### config.mk
export PLATFORM = sky130hd
export DESIGN_NAME = irq_expander
export DESIGN_NICKNAME = d
export VERILOG_FILES = /design/src/rtl/irq_exp_pkg.sv /design/src/rtl/irq_exp_sync.sv /design/src/rtl/irq_exp_decode.sv /design/src/rtl/irq_exp_core.sv /design/src/rtl/irq_exp_rdmux.sv /design/src/rtl/irq_expander.sv
export SDC_FILE = /design/constraint.sdc
export NUM_CORES = 1
export LEC_CHECK = 0
export BUFFER_PORTS_ARGS = -buffer_cell sky130_fd_sc_hd__clkbuf_2
export CAP_MARGIN = 20
export CELL_PAD_IN_SITES_DETAIL_PLACEMENT = 1
export CELL_PAD_IN_SITES_GLOBAL_PLACEMENT = 1
export CORE_UTILIZATION = 41
export CTS_CLUSTER_DIAMETER = 60
export CTS_CLUSTER_SIZE = 28
export DETAILED_ROUTE_END_ITERATION = 10
export GPL_TIMING_DRIVEN = 0
export PLACE_DENSITY = 0.86
export SLEW_MARGIN = 20
export SYNTH_ARGS = -nofsm -noshare
export SYNTH_HDL_FRONTEND = slang
export SYNTH_HIERARCHICAL = 1
export SYNTH_SLANG_ARGS = --single-unit
export TNS_END_PERCENT = 20
### constraint.sdc
create_clock -name clk -period 1.7 [get_ports clk]
set_input_delay 0.17 -clock clk [delete_from_list [all_inputs] [get_ports clk]]
set_output_delay 0.17 -clock clk [all_outputs]
set_load 0.01 [all_outputs]
### src/rtl/irq_exp_pkg.sv
// Package: offsets and shared types of the interrupt expander.
// Assumes byte offsets fit in 8 bits; the host decodes these offsets.
package irq_exp_pkg;

    localparam logic [7:0] OFS_PEND  = 8'h16;
    localparam logic [7:0] OFS_RAW   = 8'h18;
    localparam logic [7:0] OFS_ENSET = 8'h1A;
    localparam logic [7:0] OFS_ENCLR = 8'h1C;

    typedef enum logic [1:0] {
        SEL_NONE = 2'd0,
        SEL_PEND = 2'd1,
        SEL_RAW  = 2'd2,
        SEL_EN   = 2'd3
    } rd_sel_e;

    typedef struct packed {
        logic ack;
        logic en_set;
        logic en_clr;
    } wr_strb_t;

endpackage

### src/rtl/irq_exp_sync.sv
// Module: per-line synchroniser chain for the asynchronous sources.
// Assumes SYNC_STAGES >= 0; zero stages passes the sources straight through.
module irq_exp_sync #(
    parameter int LINES       = 16,
    parameter int SYNC_STAGES = 2
) (
    input  logic             clk,
    input  logic             rst_n,
    input  logic [LINES-1:0] src_i,
    output logic [LINES-1:0] lvl_o
);

    generate
        if (SYNC_STAGES == 0) begin : g_bypass
            assign lvl_o = src_i;
        end else begin : g_chain
            logic [LINES-1:0] stage_q [SYNC_STAGES];

            // First stage samples the raw sources.
            always_ff @(posedge clk) begin
                if (!rst_n) stage_q[0] <= '0;
                else        stage_q[0] <= src_i;
            end

            for (genvar s = 1; s < SYNC_STAGES; s++) begin : g_stage
                // Each later stage re-samples the stage before it.
                always_ff @(posedge clk) begin
                    if (!rst_n) stage_q[s] <= '0;
                    else        stage_q[s] <= stage_q[s-1];
                end
            end

            assign lvl_o = stage_q[SYNC_STAGES-1];
        end
    endgenerate

endmodule

### src/rtl/irq_exp_decode.sv
// Module: address decode of the host register bus into write strobes and a read select.
// Assumes one access per cycle; unmatched offsets give no strobe and SEL_NONE.
module irq_exp_decode
    import irq_exp_pkg::*;
#(
    parameter int ADDR_W = 8
) (
    input  logic [ADDR_W-1:0] addr_i,
    input  logic              wr_en_i,
    input  logic              rd_en_i,
    output wr_strb_t          strb_o,
    output rd_sel_e           sel_o
);

    localparam logic [ADDR_W-1:0] A_PEND  = ADDR_W'(OFS_PEND);
    localparam logic [ADDR_W-1:0] A_RAW   = ADDR_W'(OFS_RAW);
    localparam logic [ADDR_W-1:0] A_ENSET = ADDR_W'(OFS_ENSET);
    localparam logic [ADDR_W-1:0] A_ENCLR = ADDR_W'(OFS_ENCLR);

    // Write strobes: one per writable offset; the raw view has none.
    always_comb begin
        strb_o.ack    = wr_en_i && (addr_i == A_PEND);
        strb_o.en_set = wr_en_i && (addr_i == A_ENSET);
        strb_o.en_clr = wr_en_i && (addr_i == A_ENCLR);
    end

    // Read select: both enable ports read back the enable register.
    always_comb begin
        sel_o = SEL_NONE;
        if (rd_en_i) begin
            if (addr_i == A_PEND)                           sel_o = SEL_PEND;
            else if (addr_i == A_RAW)                       sel_o = SEL_RAW;
            else if (addr_i == A_ENSET || addr_i == A_ENCLR) sel_o = SEL_EN;
        end
    end

endmodule

### src/rtl/irq_exp_core.sv
// Module: pending and enable registers, plus the aggregated request.
// Assumes at most one write strobe per cycle; set from a high level beats an acknowledge.
module irq_exp_core
    import irq_exp_pkg::*;
#(
    parameter int LINES = 16
) (
    input  logic             clk,
    input  logic             rst_n,
    input  wr_strb_t         strb_i,
    input  logic [LINES-1:0] wdata_i,
    input  logic [LINES-1:0] lvl_i,
    output logic [LINES-1:0] pend_o,
    output logic [LINES-1:0] en_o,
    output logic             irq_o
);

    logic [LINES-1:0] pend_q, en_q;
    logic [LINES-1:0] ack_mask, set_mask, clr_mask;

    // Masks used this cycle, zero unless their strobe is active.
    assign ack_mask = strb_i.ack    ? wdata_i : '0;
    assign set_mask = strb_i.en_set ? wdata_i : '0;
    assign clr_mask = strb_i.en_clr ? wdata_i : '0;

    // Pending latch: acknowledge first, then any high level re-pends.
    always_ff @(posedge clk) begin
        if (!rst_n) pend_q <= '0;
        else        pend_q <= (pend_q & ~ack_mask) | lvl_i;
    end

    // Enable register: set and clear ports touch only their one bits.
    always_ff @(posedge clk) begin
        if (!rst_n) en_q <= '0;
        else        en_q <= (en_q | set_mask) & ~clr_mask;
    end

    assign pend_o = pend_q;
    assign en_o   = en_q;
    assign irq_o  = |(pend_q & en_q);

    AST_ACK_CLEARS: assert property (@(posedge clk) disable iff (!rst_n)
        (strb_i.ack && |(wdata_i & ~lvl_i)) |=> ((pend_o & $past(wdata_i & ~lvl_i)) == '0));
    AST_SET_WINS: assert property (@(posedge clk) disable iff (!rst_n)
        (|lvl_i) |=> ((pend_o & $past(lvl_i)) == $past(lvl_i)));
    AST_PEND_HOLD: assert property (@(posedge clk) disable iff (!rst_n)
        !strb_i.ack |=> ((pend_o & $past(pend_o)) == $past(pend_o)));
    AST_EN_SET: assert property (@(posedge clk) disable iff (!rst_n)
        strb_i.en_set |=> ((en_o & $past(wdata_i)) == $past(wdata_i)));
    AST_EN_CLR: assert property (@(posedge clk) disable iff (!rst_n)
        strb_i.en_clr |=> ((en_o & $past(wdata_i)) == '0));
    AST_EN_QUIET: assert property (@(posedge clk) disable iff (!rst_n)
        !(strb_i.en_set || strb_i.en_clr) |=> $stable(en_o));

endmodule

### src/rtl/irq_exp_rdmux.sv
// Module: registered read-data path for the host bus.
// Assumes the select is valid in the cycle of the read strobe; zero otherwise.
module irq_exp_rdmux
    import irq_exp_pkg::*;
#(
    parameter int LINES = 16
) (
    input  logic             clk,
    input  logic             rst_n,
    input  rd_sel_e          sel_i,
    input  logic [LINES-1:0] pend_i,
    input  logic [LINES-1:0] raw_i,
    input  logic [LINES-1:0] en_i,
    output logic [LINES-1:0] rd_data_o
);

    logic [LINES-1:0] rd_q;

    // Capture the selected view; no read gives zero.
    always_ff @(posedge clk) begin
        if (!rst_n) rd_q <= '0;
        else begin
            unique case (sel_i)
                SEL_PEND: rd_q <= pend_i;
                SEL_RAW:  rd_q <= raw_i;
                SEL_EN:   rd_q <= en_i;
                default:  rd_q <= '0;
            endcase
        end
    end

    assign rd_data_o = rd_q;

    AST_IDLE_ZERO: assert property (@(posedge clk) disable iff (!rst_n)
        (sel_i == SEL_NONE) |=> (rd_data_o == '0));

endmodule

### src/rtl/irq_expander.sv
// Module: top of the sixteen-line interrupt expander.
// Assumes a synchronous host bus with one access per cycle and asynchronous sources.
module irq_expander
    import irq_exp_pkg::*;
#(
    parameter int LINES       = 16,
    parameter int ADDR_W      = 8,
    parameter int SYNC_STAGES = 2
) (
    input  logic              clk,
    input  logic              rst_n,
    input  logic [LINES-1:0]  src_i,
    input  logic [ADDR_W-1:0] addr_i,
    input  logic              wr_en_i,
    input  logic              rd_en_i,
    input  logic [LINES-1:0]  wr_data_i,
    output logic [LINES-1:0]  rd_data_o,
    output logic              irq_o
);

    logic [LINES-1:0] lvl, pend, en;
    wr_strb_t         strb;
    rd_sel_e          sel;

    irq_exp_sync #(.LINES(LINES), .SYNC_STAGES(SYNC_STAGES)) i_sync (
        .clk   (clk),
        .rst_n (rst_n),
        .src_i (src_i),
        .lvl_o (lvl)
    );

    irq_exp_decode #(.ADDR_W(ADDR_W)) i_decode (
        .addr_i  (addr_i),
        .wr_en_i (wr_en_i),
        .rd_en_i (rd_en_i),
        .strb_o  (strb),
        .sel_o   (sel)
    );

    irq_exp_core #(.LINES(LINES)) i_core (
        .clk     (clk),
        .rst_n   (rst_n),
        .strb_i  (strb),
        .wdata_i (wr_data_i),
        .lvl_i   (lvl),
        .pend_o  (pend),
        .en_o    (en),
        .irq_o   (irq_o)
    );

    irq_exp_rdmux #(.LINES(LINES)) i_rdmux (
        .clk       (clk),
        .rst_n     (rst_n),
        .sel_i     (sel),
        .pend_i    (pend),
        .raw_i     (lvl),
        .en_i      (en),
        .rd_data_o (rd_data_o)
    );

    AST_RAW_NO_WRITE: assert property (@(posedge clk) disable iff (!rst_n)
        (wr_en_i && addr_i == ADDR_W'(OFS_RAW)) |=> $stable(en));

endmodule

==> flow_metrics.env <==
export IMPL_status="completed"
export IMPL_grtUsageMet1_pct=24.8
export IMPL_ant_nets=0
export IMPL_wl_per_cell_um=15.8
export IMPL_synthCells=317
export IMPL_use_met3_pct=4.71
export IMPL_cts_buffer_depth=2
export IMPL_p_per_area_mw_per_mm2=976
export IMPL_die_h_um=88.2
export IMPL_setup_viol=0
export IMPL_antenna_found_initial=0
export IMPL_port_buffers=60
export IMPL_finalCritPeriodShare_pct=95.6
export IMPL_seq_power_share_pct=54.8
export IMPL_drive_gt1_share_pct=33.3
export IMPL_place_ws_ns=0.0710
export IMPL_initial_core_util_pct=42.2
export IMPL_die_area_mm2=0.00777
export IMPL_seq_area_frac_synth_pct=52.6
export IMPL_gp_congestion=0.799
export IMPL_rr_startpoint="i_core/pend_o[9]$_SDFF_PN0_"
export IMPL_postCtsHoldBufs=0
export IMPL_setup_ws_ns=0.0741
export IMPL_synth_top_area_share_pct=52.6
export IMPL_intPower_mw=2.72
export IMPL_grt_total_usage_pct=21.4
export IMPL_min_period_ns=1.63
export IMPL_p_comb_share_pct=5.6
export IMPL_yosys_area_top_type="dfxtp_1"
export IMPL_cts_tree="built"
export IMPL_rsz0062_at_grt="no"
export IMPL_drc_errors=0
export IMPL_final_max_slew_viol_count=0
export IMPL_worstSetupStartpointType="flip-flop"
export IMPL_ir_drop_uv=428
export IMPL_clock_power_share_pct=39.6
export IMPL_clkLatencyLatePin_ns=0.35
export IMPL_crit_start="i_core/pend_o[8]$_SDFF_PN0_"
export IMPL_synth_area_mm2=0.00304
export IMPL_timing_fmax_mhz=615
export IMPL_finalSetupTns_ns=0
export IMPL_crit_arrival_ns=1.46
export IMPL_vias_per_cell=5.05
export IMPL_cts_made_buffers=9
export IMPL_dr_first_iter_drc_count=135
export IMPL_num_vias=2484
export IMPL_wl_um=7760
export IMPL_switching_share_pct=24.0
export IMPL_grt_start_max_net_pins=16
export IMPL_rows=31
export IMPL_syn_to_final_growth_pct=20.6
export IMPL_dp_hpwl_um=5740
export IMPL_grt_pass1_vias=2533
export IMPL_synthTopCellsByArea="dfxtp_1 53%, a21oi_1 7.9%, and2_2 7.9%"
export IMPL_critical_path_class="reg2out"
export IMPL_critical_path_max_fanout=3
export IMPL_syn_avg_cell_area_um2=9.60
export IMPL_cts_sinks=80
export IMPL_htreeDepth=3
export IMPL_nNetsFinal=432
export IMPL_hp_class="in2reg"
export IMPL_diodes=0
export IMPL_finalHoldViolations=0
export IMPL_cts_resized=0
export IMPL_tightest_slew_ns=0.569
export IMPL_clockRootBuffer="clkbuf_8"
export IMPL_grt_busiest_layer="met2"
export IMPL_die_x_um=88.2
export IMPL_cp_end_kind="output port"
export IMPL_final_util_pct=50.9
export IMPL_total_power_mw=3.58
export IMPL_final_setup_skew_ns=0.00670
export IMPL_grt_overflow=0
export IMPL_grt_met2_usage_pct=35.9
export IMPL_yosysUniqueCellTypes=25
export IMPL_ys_ff_latch=80
export IMPL_slew_headroom_pct=62.1
export IMPL_path_clk_slew_ns=0.09
export IMPL_final_cell_area_mm2=0.00367
export IMPL_required_ns=1.53
export IMPL_grt_pass1_wl_um=12200
export IMPL_cts_setup_buffers=0
export IMPL_max_cap_violations=0
export IMPL_synth_nets=361
export IMPL_leakage_nw=1.47
export IMPL_placed_cell_area_mm2=0.00347
export IMPL_drt_pass1_iterations=4
export IMPL_core_area_mm2=0.00721
export IMPL_min_delay_start="src_i[4]"
export IMPL_yosysWarnings=6
export IMPL_top_level_ports=61
export IMPL_power_switching_uw=860
[Yosys cell counts (all sizes together)]
library cell and instances:
a21oi 49, dfxtp 80, nor2 19, buf 12, nand2 52, nor3 2, inv 1, a221oi 4
nand4b 2, and2 32, mux2i 16, nor2b 17, xor2 1, a22o 4, nand3b 1, a211oi 16
nand4 1, clkbuf 8
[power groups by stage]
stage                     clock network, mW  registers (mW)  logic [mW]
after floorplan                           0            2.00       0.107
after global placement                    0            2.00       0.191
after detailed placement                  0            2.01       0.203
after CTS                              1.45            1.96       0.203
after global routing                   1.53            1.97       0.225
final                                  1.42            1.96       0.201
[cell usage in the layout (no fill, tap or decap), drive strengths merged]
| cell type | netlist | layout |
|---|---|---|
| a211oi | 16 | 16 |
| a21oi | 49 | 49 |
| a221oi | 4 | 4 |
| a22o | 4 | 4 |
| and2 | 32 | 32 |
| buf | 12 | 12 |
| bufinv | 0 | 1 |
| clkbuf | 8 | 77 |
| clkinv | 0 | 2 |
| clkinvlp | 0 | 1 |
| dfxtp | 80 | 80 |
| inv | 1 | 4 |
| mux2i | 16 | 16 |
| nand2 | 52 | 52 |
| nand3b | 1 | 1 |
| nand4 | 1 | 1 |
| nand4b | 2 | 2 |
| nor2 | 19 | 19 |
| nor2b | 17 | 17 |
| nor3 | 2 | 2 |
| xor2 | 1 | 1 |
[logic make-up after synthesis]
logic type	count (synthesis)	synth area share [%]
simple gates	126	21.6
flops	80	52.6
compound gates	73	15.2
buf+inv	21	5.01
mux	16	5.26
xor+xnor	1	0.288
[stage by stage]
stage,hold slack (ns),instances
floorplan,0.298,317
global placement,0.391,476
detailed placement,0.395,476
CTS,0.0130,492
global route,0.0172,492
finish,0.0316,492
[worst paths after layout]
path | slack (ns) | end | depth (start not counted)
setup / recovery | 0.07 | irq_o | 4
hold / removal | 0.03 | i_sync/g_chain.stage_q[0][4]$_SDFF_PN0_ | 2
setup reg to reg | 0.78 | i_rdmux/rd_data_o[9]$_SDFF_PN0_ | 2
hold reg to reg | 0.45 | i_sync/g_chain.stage_q[1][0]$_SDFF_PN0_ | 1
[layer usage]
metal / share of wire (%) / routed length, um
met1: 42 / 3230
met4: 3.0 / 235
met2: 49 / 3820
met3: 5.9 / 461
met5: 0 / 0
[flip-flops by register name, summed over array words and instances (netlist names)]
name	cells
i_core/en_o	16
i_sync/g_chain.stage_q	32
i_core/pend_o	16
i_rdmux/rd_data_o	16
[critical path: stages (launching register included)]
cell	delay (ns)
dfxtp_1	0.34
a22o_1	0.25
a221oi_2	0.19
nand4_1	0.16
clkbuf_2	0.16
[cell type report]
| type | instances | area, um2 |
|---|---|---|
| fill | 889 | 3540 |
| sequential | 80 | 1600 |
| multi-input combinational | 216 | 1290 |
| timing repair buffer | 60 | 300 |
| buffer | 20 | 149 |
| clock buffer | 9 | 124 |
| tap | 99 | 124 |
| clock inverter | 7 | 77.6 |
| inverter | 1 | 3.75 |
Note: power is estimated with default switching activity, not from simulation.
